--- config.mk ---
export PLATFORM = sky130hd
export DESIGN_NAME = bitalias_bridge
export DESIGN_NICKNAME = d
export VERILOG_FILES = /design/src/rtl/bitalias_pkg.sv /design/src/rtl/bitalias_decode.sv /design/src/rtl/bitalias_ctrl.sv /design/src/rtl/bitalias_bridge.sv
export SDC_FILE = /design/constraint.sdc
export NUM_CORES = 1
export LEC_CHECK = 0
export BUFFER_PORTS_ARGS = -buffer_cell sky130_fd_sc_hd__buf_2
export CAP_MARGIN = 20
export CELL_PAD_IN_SITES_DETAIL_PLACEMENT = 0
export CELL_PAD_IN_SITES_GLOBAL_PLACEMENT = 1
export CORE_ASPECT_RATIO = 0.8
export CORE_MARGIN = 4
export CORE_UTILIZATION = 39
export CTS_BUF_LIST = sky130_fd_sc_hd__clkbuf_2
export DETAILED_ROUTE_END_ITERATION = 16
export PLACE_DENSITY = 0.93
export SLEW_MARGIN = 20
export SYNTH_ARGS = -nofsm -noshare
export SYNTH_HDL_FRONTEND = slang
export SYNTH_SLANG_ARGS = --single-unit
--- constraint.sdc ---
create_clock -name clk -period 4.3 [get_ports clk]
set_input_delay 0.86 -clock clk [delete_from_list [all_inputs] [get_ports clk]]
set_output_delay 0.86 -clock clk [all_outputs]
set_load 0.02 [all_outputs]
--- src/rtl/bitalias_pkg.sv ---
package bitalias_pkg;

  // Controller phases.
  typedef enum logic [2:0] {
    ST_IDLE,
    ST_PASS,
    ST_ARD,
    ST_WRD,
    ST_WWR,
    ST_ERR
  } st_e;

  // Request classes produced by the decoder.
  typedef enum logic [1:0] {
    K_PASS,
    K_ARD,
    K_AWR,
    K_BAD
  } kind_e;

endpackage

--- src/rtl/bitalias_decode.sv ---
module bitalias_decode
  import bitalias_pkg::*;
#(
  parameter int AW        = 32,
  parameter int DW        = 32,
  parameter int NWIN      = 2,
  parameter int REGION_AW = 20,
  parameter logic [NWIN-1:0][AW-1:0] ALIAS_BASE  = {32'h4200_0000, 32'h2200_0000},
  parameter logic [NWIN-1:0][AW-1:0] REGION_BASE = {32'h4000_0000, 32'h2000_0000},
  localparam int BIT_W    = $clog2(DW),
  localparam int LANE_W   = $clog2(DW / 8),
  localparam int ALIAS_AW = REGION_AW + BIT_W
) (
  input  logic [AW-1:0]    addr,
  input  logic             write,
  output kind_e            kind,
  output logic [AW-1:0]    word_addr,
  output logic [BIT_W-1:0] bit_idx
);

  logic [NWIN-1:0]    hit;
  logic [AW-1:0]      base_sel;
  logic               any_hit;
  logic [AW-1:0]      word_off;

  // One comparator per alias window.
  for (genvar w = 0; w < NWIN; w++) begin : g_win
    assign hit[w] = (addr[AW-1:ALIAS_AW] == ALIAS_BASE[w][AW-1:ALIAS_AW]);
  end

  always_comb begin
    base_sel = '0;
    any_hit  = 1'b0;
    for (int w = 0; w < NWIN; w++) begin
      if (hit[w]) begin
        base_sel = REGION_BASE[w];
        any_hit  = 1'b1;
      end
    end
  end

  // Every 2^(BIT_W+LANE_W) alias bytes cover one backing word.
  assign word_off  = AW'(addr[ALIAS_AW-1:BIT_W+LANE_W]) << LANE_W;
  assign word_addr = base_sel + word_off;
  assign bit_idx   = addr[BIT_W+LANE_W-1:LANE_W];

  always_comb begin
    if (!any_hit)                       kind = K_PASS;
    else if (addr[LANE_W-1:0] != '0)    kind = K_BAD;
    else if (write)                     kind = K_AWR;
    else                                kind = K_ARD;
  end

endmodule

--- src/rtl/bitalias_ctrl.sv ---
module bitalias_ctrl
  import bitalias_pkg::*;
#(
  parameter int AW = 32,
  parameter int DW = 32,
  localparam int BIT_W = $clog2(DW),
  localparam int SW    = DW / 8
) (
  input  logic             clk,
  input  logic             rst_n,
  input  logic             m_valid,
  output logic             m_ready,
  input  logic             m_write,
  input  logic [AW-1:0]    m_addr,
  input  logic [DW-1:0]    m_wdata,
  input  logic [SW-1:0]    m_strb,
  output logic [DW-1:0]    m_rdata,
  output logic             m_err,
  input  kind_e            dec_kind,
  input  logic [AW-1:0]    dec_word_addr,
  input  logic [BIT_W-1:0] dec_bit,
  output logic             s_valid,
  input  logic             s_ready,
  output logic             s_write,
  output logic [AW-1:0]    s_addr,
  output logic [DW-1:0]    s_wdata,
  output logic [SW-1:0]    s_strb,
  input  logic [DW-1:0]    s_rdata,
  input  logic             s_err
);

  st_e              st_q, st_nxt;
  logic             ld_req, ld_merge;
  logic             req_write, req_val;
  logic [AW-1:0]    req_addr;
  logic [DW-1:0]    req_data;
  logic [SW-1:0]    req_strb;
  logic [BIT_W-1:0] req_bit;
  logic [DW-1:0]    merged;

  // Backing word with the addressed bit replaced.
  always_comb begin
    merged          = s_rdata;
    merged[req_bit] = req_val;
  end

  // Next-state and output decode.
  always_comb begin
    st_nxt   = st_q;
    ld_req   = 1'b0;
    ld_merge = 1'b0;
    m_ready  = 1'b0;
    m_err    = 1'b0;
    m_rdata  = s_rdata;
    s_valid  = 1'b0;
    s_write  = req_write;
    s_addr   = req_addr;
    s_wdata  = req_data;
    s_strb   = req_strb;
    unique case (st_q)
      ST_IDLE: begin
        if (m_valid) begin
          ld_req = 1'b1;
          unique case (dec_kind)
            K_PASS: st_nxt = ST_PASS;
            K_ARD:  st_nxt = ST_ARD;
            K_AWR:  st_nxt = ST_WRD;
            default: st_nxt = ST_ERR;
          endcase
        end
      end
      ST_PASS: begin
        s_valid = 1'b1;
        if (s_ready) begin
          m_ready = 1'b1;
          m_err   = s_err;
          st_nxt  = ST_IDLE;
        end
      end
      ST_ARD: begin
        s_valid = 1'b1;
        s_write = 1'b0;
        s_strb  = '1;
        if (s_ready) begin
          m_ready = 1'b1;
          m_err   = s_err;
          m_rdata = {{(DW-1){1'b0}}, s_rdata[req_bit]};
          st_nxt  = ST_IDLE;
        end
      end
      ST_WRD: begin
        s_valid = 1'b1;
        s_write = 1'b0;
        s_strb  = '1;
        if (s_ready) begin
          if (s_err) begin
            m_ready = 1'b1;
            m_err   = 1'b1;
            st_nxt  = ST_IDLE;
          end else begin
            ld_merge = 1'b1;
            st_nxt   = ST_WWR;
          end
        end
      end
      ST_WWR: begin
        s_valid = 1'b1;
        s_write = 1'b1;
        s_strb  = '1;
        if (s_ready) begin
          m_ready = 1'b1;
          m_err   = s_err;
          st_nxt  = ST_IDLE;
        end
      end
      default: begin
        m_ready = 1'b1;
        m_err   = 1'b1;
        m_rdata = '0;
        st_nxt  = ST_IDLE;
      end
    endcase
  end

  always_ff @(posedge clk or negedge rst_n) begin
    if (!rst_n) st_q <= ST_IDLE;
    else        st_q <= st_nxt;
  end

  always_ff @(posedge clk or negedge rst_n) begin
    if (!rst_n) begin
      req_write <= 1'b0;
      req_val   <= 1'b0;
      req_addr  <= '0;
      req_data  <= '0;
      req_strb  <= '0;
      req_bit   <= '0;
    end else if (ld_req) begin
      req_write <= m_write;
      req_val   <= m_wdata[0];
      req_addr  <= (dec_kind == K_PASS) ? m_addr : dec_word_addr;
      req_data  <= m_wdata;
      req_strb  <= m_strb;
      req_bit   <= dec_bit;
    end else if (ld_merge) begin
      req_data  <= merged;
    end
  end

  // Completion is always a single-cycle pulse.
  assert_single_done_R6: assert property (@(posedge clk) disable iff (!rst_n)
    m_ready |=> !m_ready);

  // A waiting slave request stays put.
  assert_req_stable_R2: assert property (@(posedge clk) disable iff (!rst_n)
    (s_valid && !s_ready) |=> (s_valid && $stable(s_addr) && $stable(s_write)
                               && $stable(s_wdata) && $stable(s_strb)));

  // A good read phase is followed by a write to the same word.
  assert_rmw_order_R5: assert property (@(posedge clk) disable iff (!rst_n)
    (st_q == ST_WRD && s_ready && !s_err) |=> (s_valid && s_write && $stable(s_addr)));

  // The written word differs from the word read in one bit at most.
  assert_rmw_one_bit_R5: assert property (@(posedge clk) disable iff (!rst_n)
    (st_q == ST_WRD && s_ready && !s_err) |=> ($countones(s_wdata ^ $past(s_rdata)) <= 1));

  // A completion without a slave answer can only be an error.
  assert_no_slave_err_R7: assert property (@(posedge clk) disable iff (!rst_n)
    (m_ready && !s_ready) |-> (m_err && !s_valid));

  // Alias load results carry only bit 0.
  assert_alias_rdata_R4: assert property (@(posedge clk) disable iff (!rst_n)
    (m_ready && !m_err && st_q == ST_ARD) |-> (m_rdata[DW-1:1] == '0));

endmodule

--- src/rtl/bitalias_bridge.sv ---
module bitalias_bridge
  import bitalias_pkg::*;
#(
  parameter int AW        = 32,
  parameter int DW        = 32,
  parameter int NWIN      = 2,
  parameter int REGION_AW = 20,
  parameter logic [NWIN-1:0][AW-1:0] ALIAS_BASE  = {32'h4200_0000, 32'h2200_0000},
  parameter logic [NWIN-1:0][AW-1:0] REGION_BASE = {32'h4000_0000, 32'h2000_0000},
  localparam int BIT_W = $clog2(DW),
  localparam int SW    = DW / 8
) (
  input  logic          clk,
  input  logic          rst_n,
  input  logic          m_valid,
  output logic          m_ready,
  input  logic          m_write,
  input  logic [AW-1:0] m_addr,
  input  logic [DW-1:0] m_wdata,
  input  logic [SW-1:0] m_strb,
  output logic [DW-1:0] m_rdata,
  output logic          m_err,
  output logic          s_valid,
  input  logic          s_ready,
  output logic          s_write,
  output logic [AW-1:0] s_addr,
  output logic [DW-1:0] s_wdata,
  output logic [SW-1:0] s_strb,
  input  logic [DW-1:0] s_rdata,
  input  logic          s_err
);

  logic [1:0]       rst_pipe;
  logic             rst_sync_n;
  kind_e            dec_kind;
  logic [AW-1:0]    dec_word_addr;
  logic [BIT_W-1:0] dec_bit;

  // Reset asserts at once and leaves on a clock edge.
  always_ff @(posedge clk or negedge rst_n) begin
    if (!rst_n) rst_pipe <= 2'b00;
    else        rst_pipe <= {rst_pipe[0], 1'b1};
  end
  assign rst_sync_n = rst_pipe[1];

  bitalias_decode #(
    .AW(AW), .DW(DW), .NWIN(NWIN), .REGION_AW(REGION_AW),
    .ALIAS_BASE(ALIAS_BASE), .REGION_BASE(REGION_BASE)
  ) i_decode (
    .addr      (m_addr),
    .write     (m_write),
    .kind      (dec_kind),
    .word_addr (dec_word_addr),
    .bit_idx   (dec_bit)
  );

  bitalias_ctrl #(.AW(AW), .DW(DW)) i_ctrl (
    .clk           (clk),
    .rst_n         (rst_sync_n),
    .m_valid       (m_valid),
    .m_ready       (m_ready),
    .m_write       (m_write),
    .m_addr        (m_addr),
    .m_wdata       (m_wdata),
    .m_strb        (m_strb),
    .m_rdata       (m_rdata),
    .m_err         (m_err),
    .dec_kind      (dec_kind),
    .dec_word_addr (dec_word_addr),
    .dec_bit       (dec_bit),
    .s_valid       (s_valid),
    .s_ready       (s_ready),
    .s_write       (s_write),
    .s_addr        (s_addr),
    .s_wdata       (s_wdata),
    .s_strb        (s_strb),
    .s_rdata       (s_rdata),
    .s_err         (s_err)
  );

  // Nothing is issued or completed while reset is held.
  assert_quiet_reset_R1: assert property (@(posedge clk)
    (!rst_sync_n) |-> (!m_ready && !s_valid));

endmodule

==> impl_metrics.env <==
export IMPL_grt_start_max_net_pins=95
export IMPL_cts_setup_buffers=0
export IMPL_synth_top_family_by_area="simple AND/OR/NAND/NOR gates"
export IMPL_die_w_um=133
export IMPL_ys_ff_latch=80
export IMPL_drc=0
export IMPL_drv_cap=0
export IMPL_synth_fa_ha_area_frac=0.00771
export IMPL_synth_mux_area_frac=0.133
export IMPL_reg2reg_slack_ps=1950
export IMPL_leakage_nw=3.18
export IMPL_vdd_drop_max_uv=202
export IMPL_rows=36
export IMPL_hold_viol=0
export IMPL_clkPwrFrac=0.172
export IMPL_vias_per_cell=5.15
export IMPL_min_period_ps=3700
export IMPL_power_density_mw_per_mm2=450
export IMPL_reg2reg_to="i_ctrl.s_wdata[7]$_DFFE_PN0P_"
export IMPL_crit_required_ps=3440
export IMPL_stdcell_count=885
export IMPL_syn_area_sq_mm=0.00487
export IMPL_sw_frac_of_total=0.423
export IMPL_clkTransAtPathRegs_ps=220
export IMPL_drtPass1Iterations=4
export IMPL_end_kind="output port"
export IMPL_synth_xor_area_frac=0.00180
export IMPL_numPortBuffers=209
export IMPL_seq_area_frac_synth=0.411
export IMPL_dp_cells=866
export IMPL_status="finished, final reports clean"
export IMPL_grt_pass1_vias=4404
export IMPL_track_usage=0.207
export IMPL_cts_buffer_depth=2
export IMPL_min_path_type="flip-flop to asynchronous set/reset pin"
export IMPL_avgSynthCellArea_sq_um=9.20
export IMPL_arrival_ps=2840
export IMPL_reg2reg_from="i_ctrl.req_bit[0]$_DFFE_PN0P_"
export IMPL_synth_edf_count=0
export IMPL_critPathLaunchType="flip-flop"
export IMPL_multiInputGateArea_sq_mm=0.00256
export IMPL_totalWireLength_mm=15.0
export IMPL_syn_nets=638
export IMPL_relSlewSlack=0.370
export IMPL_critPathKind="flip-flop to output port"
export IMPL_die_y_um=108
export IMPL_start_util=0.399
export IMPL_drtAntennaViolNets=0
export IMPL_yosys_warnings=0
export IMPL_layout_area_overhead_vs_synth_pct=24.5
export IMPL_cp_max_fo=21
export IMPL_comb_power_share=0.418
export IMPL_switchingPower_mw=1.15
export IMPL_clock_skew_final_ps=34.2
export IMPL_dp_worst_setup_slack_ps=1250
export IMPL_drtIter0Drc=234
export IMPL_cts_sinks=80
export IMPL_coreArea_sq_mm=0.0122
export IMPL_fmax_mhz=271
export IMPL_nFillCells=1186
export IMPL_worst_skew_pair_late_latency_ps=580
export IMPL_numCtsBuffers=9
export IMPL_grt_pass1_wl_mm=23.5
export IMPL_rr_worst_depth=6
export IMPL_ios=210
export IMPL_diodes=0
export IMPL_report_final_slew_viol_count=0
export IMPL_fin_tns_setup_ps=0
export IMPL_intPower_mw=1.57
export IMPL_period_share=0.859
export IMPL_die_area_sq_mm=0.0143
export IMPL_gp_congestion=0.901
export IMPL_root_buffer="clkbuf_2"
export IMPL_rsz0062_at_grt="no"
export IMPL_wl_per_cell_um=16.9
export IMPL_p_seq_frac=0.411
export IMPL_drive_above_1_share=0.361
export IMPL_vias=4554
export IMPL_regArea_sq_mm=0.00201
export IMPL_setup_viol=0
export IMPL_htree_levels=3
export IMPL_synth_cell_type_count=52
export IMPL_ys_flop_type="dfrtp_1"
export IMPL_syn_inst=529
export IMPL_final_nets=818
export IMPL_worstMarginPinSlew_ps=945
export IMPL_synthArstFlopShare=1.00
export IMPL_overflow=0
export IMPL_cts_tree="yes"
export IMPL_finalWorstSetupSlack_ps=605
export IMPL_place_hpwl_mm=11.2
export IMPL_antenna_found_initial=0
export IMPL_synthSimpleGateAreaFrac=0.206
export IMPL_synth_compound_area_frac=0.176
power groups by stage:
stage               sequential [mW]  clock (mW)  combinational (mW)
finish                         1.12       0.468                1.14
floorplan                      1.27           0               0.624
global placement               1.13           0                1.10
CTS                            1.13       0.485                1.13
detailed placement             1.14           0                1.12
global route                   1.15       0.509                1.24
cells by family after synthesis:
| logic type | count (synthesis) |
|---|---|
| buffers and inverters | 51 |
| adders and majority gates | 3 |
| other | 1 |
| AOI/OAI and AO/OA | 132 |
| xor gates and xnor gates | 1 |
| muxes | 61 |
| DFF | 80 |
| and+or+nand+nor | 200 |
cell type report:
type                            instances  area share
Multi-Input combinational cell        398       0.423
Clock inverter                          4      0.0114
Timing Repair Buffer                  215       0.186
Clock buffer                           12     0.00991
Sequential cell                        80       0.331
Tap cell                              171      0.0353
Inverter                                5     0.00310
state kept, by name, indices dropped and copies added, names as in the netlist:
| signal | flops |
|---|---|
| i_ctrl.req_bit | 5 |
| i_ctrl.req_strb | 4 |
| i_ctrl.req_val | 1 |
| i_ctrl.req_write | 1 |
| i_ctrl.s_addr | 32 |
| i_ctrl.s_wdata | 32 |
| i_ctrl.st_q | 3 |
| rst_pipe | 2 |
per-layer routing:
metal | routed length (um) | track usage | up-vias
met2 | 7130 | 0.335 | 126
met5 | 0 | 0 | -
met1 | 6650 | 0.275 | 2197
li1 | - | - | 2219
met4 | 145 | 0.0527 | 0
met3 | 1030 | 0.0561 | 12
cell usage after synthesis (3+ instances only):
library cell / count / area [sq um]
o21ai_0: 51 / 255
nand3_1: 8 / 40.0
nor2_1: 47 / 176
a211oi_1: 17 / 128
clkbuf_1: 12 / 45.0
ha_1: 3 / 37.5
mux2_2: 11 / 124
o311a_1: 8 / 80.1
and2_1: 31 / 194
mux2i_1: 48 / 480
buf_2: 18 / 90.1
buf_6: 11 / 124
dfrtp_1: 80 / 2000
nand3b_1: 3 / 22.5
nor3_1: 6 / 30.0
o22ai_1: 5 / 31.3
a21oi_1: 11 / 55.1
a21o_1: 19 / 143
inv_1: 4 / 15.0
nor2b_1: 5 / 31.3
buf_4: 3 / 22.5
and3_1: 4 / 25.0
nand2_1: 69 / 259
o31ai_1: 12 / 90.1
nand2b_1: 8 / 50.1
through the flow:
stage | area, sq um | total power, mW | utilization | hold WS [ps]
after CTS | 6010 | 2.74 | 0.492 | 389
after floorplan | 4870 | 1.89 | - | 331
final | 6060 | 2.72 | 0.496 | 241
after global routing | 6060 | 2.90 | 0.496 | 277
after detailed placement | 5870 | 2.27 | 0.481 | 342
after global placement | 5870 | 2.24 | 0.481 | 339
worst max-delay path by stage:
stage / startpoint / to / slack, ps / cells past startpoint
2_1_floorplan: s_ready / m_rdata[10] / 1600 / 5
3_3_place_gp: i_ctrl.req_bit[0]$_DFFE_PN0P_ / m_rdata[0] / 1330 / 6
3_5_place_dp: s_ready / m_rdata[0] / 1250 / 6
4_1_cts: i_ctrl.req_bit[0]$_DFFE_PN0P_ / m_rdata[0] / 560 / 6
5_1_grt: i_ctrl.req_bit[0]$_DFFE_PN0P_ / m_rdata[0] / 370 / 6
6_report: i_ctrl.req_bit[0]$_DFFE_PN0P_ / m_rdata[0] / 600 / 6
critical path, cell delays in order (launching register included):
cell	delay [ps]
dfrtp_1	970
buf_4	300
mux2i_1	230
o22ai_1	90
o41ai_1	350
a31oi_1	130
buf_2	180
repair_timing:
item                                    4_1_cts  5_1_grt
endpoints found under the hold margin         2        0
endpoints found under the setup margin        0        0
resized for setup                             0        0
hold buffers                                  1        0
layout by cell type (no fill, tap or decap), types with 3 or more instances in the layout:
cell type  Yosys  final
dfrtp_1       80     79
nor3_1         6      6
o311a_1        8      8
a21oi_1       11     11
and3_1         4      4
nand3b_1       3      3
buf_2         18    209
nand3_1        8      8
mux2i_1       48     48
a21o_1        19     18
o31ai_1       12     12
mux2_2        11     11
nand2b_1       8      8
o21ai_0       51     51
clkbuf_2       0     12
nor2b_1        5      5
nand2_1       69     68
buf_4          3      3
nor2_1        47     47
inv_1          4      4
a211oi_1      17     17
and2_1        31     31
ha_1           3      3
o22ai_1        5      5
Power figures use the tool's default switching activity.
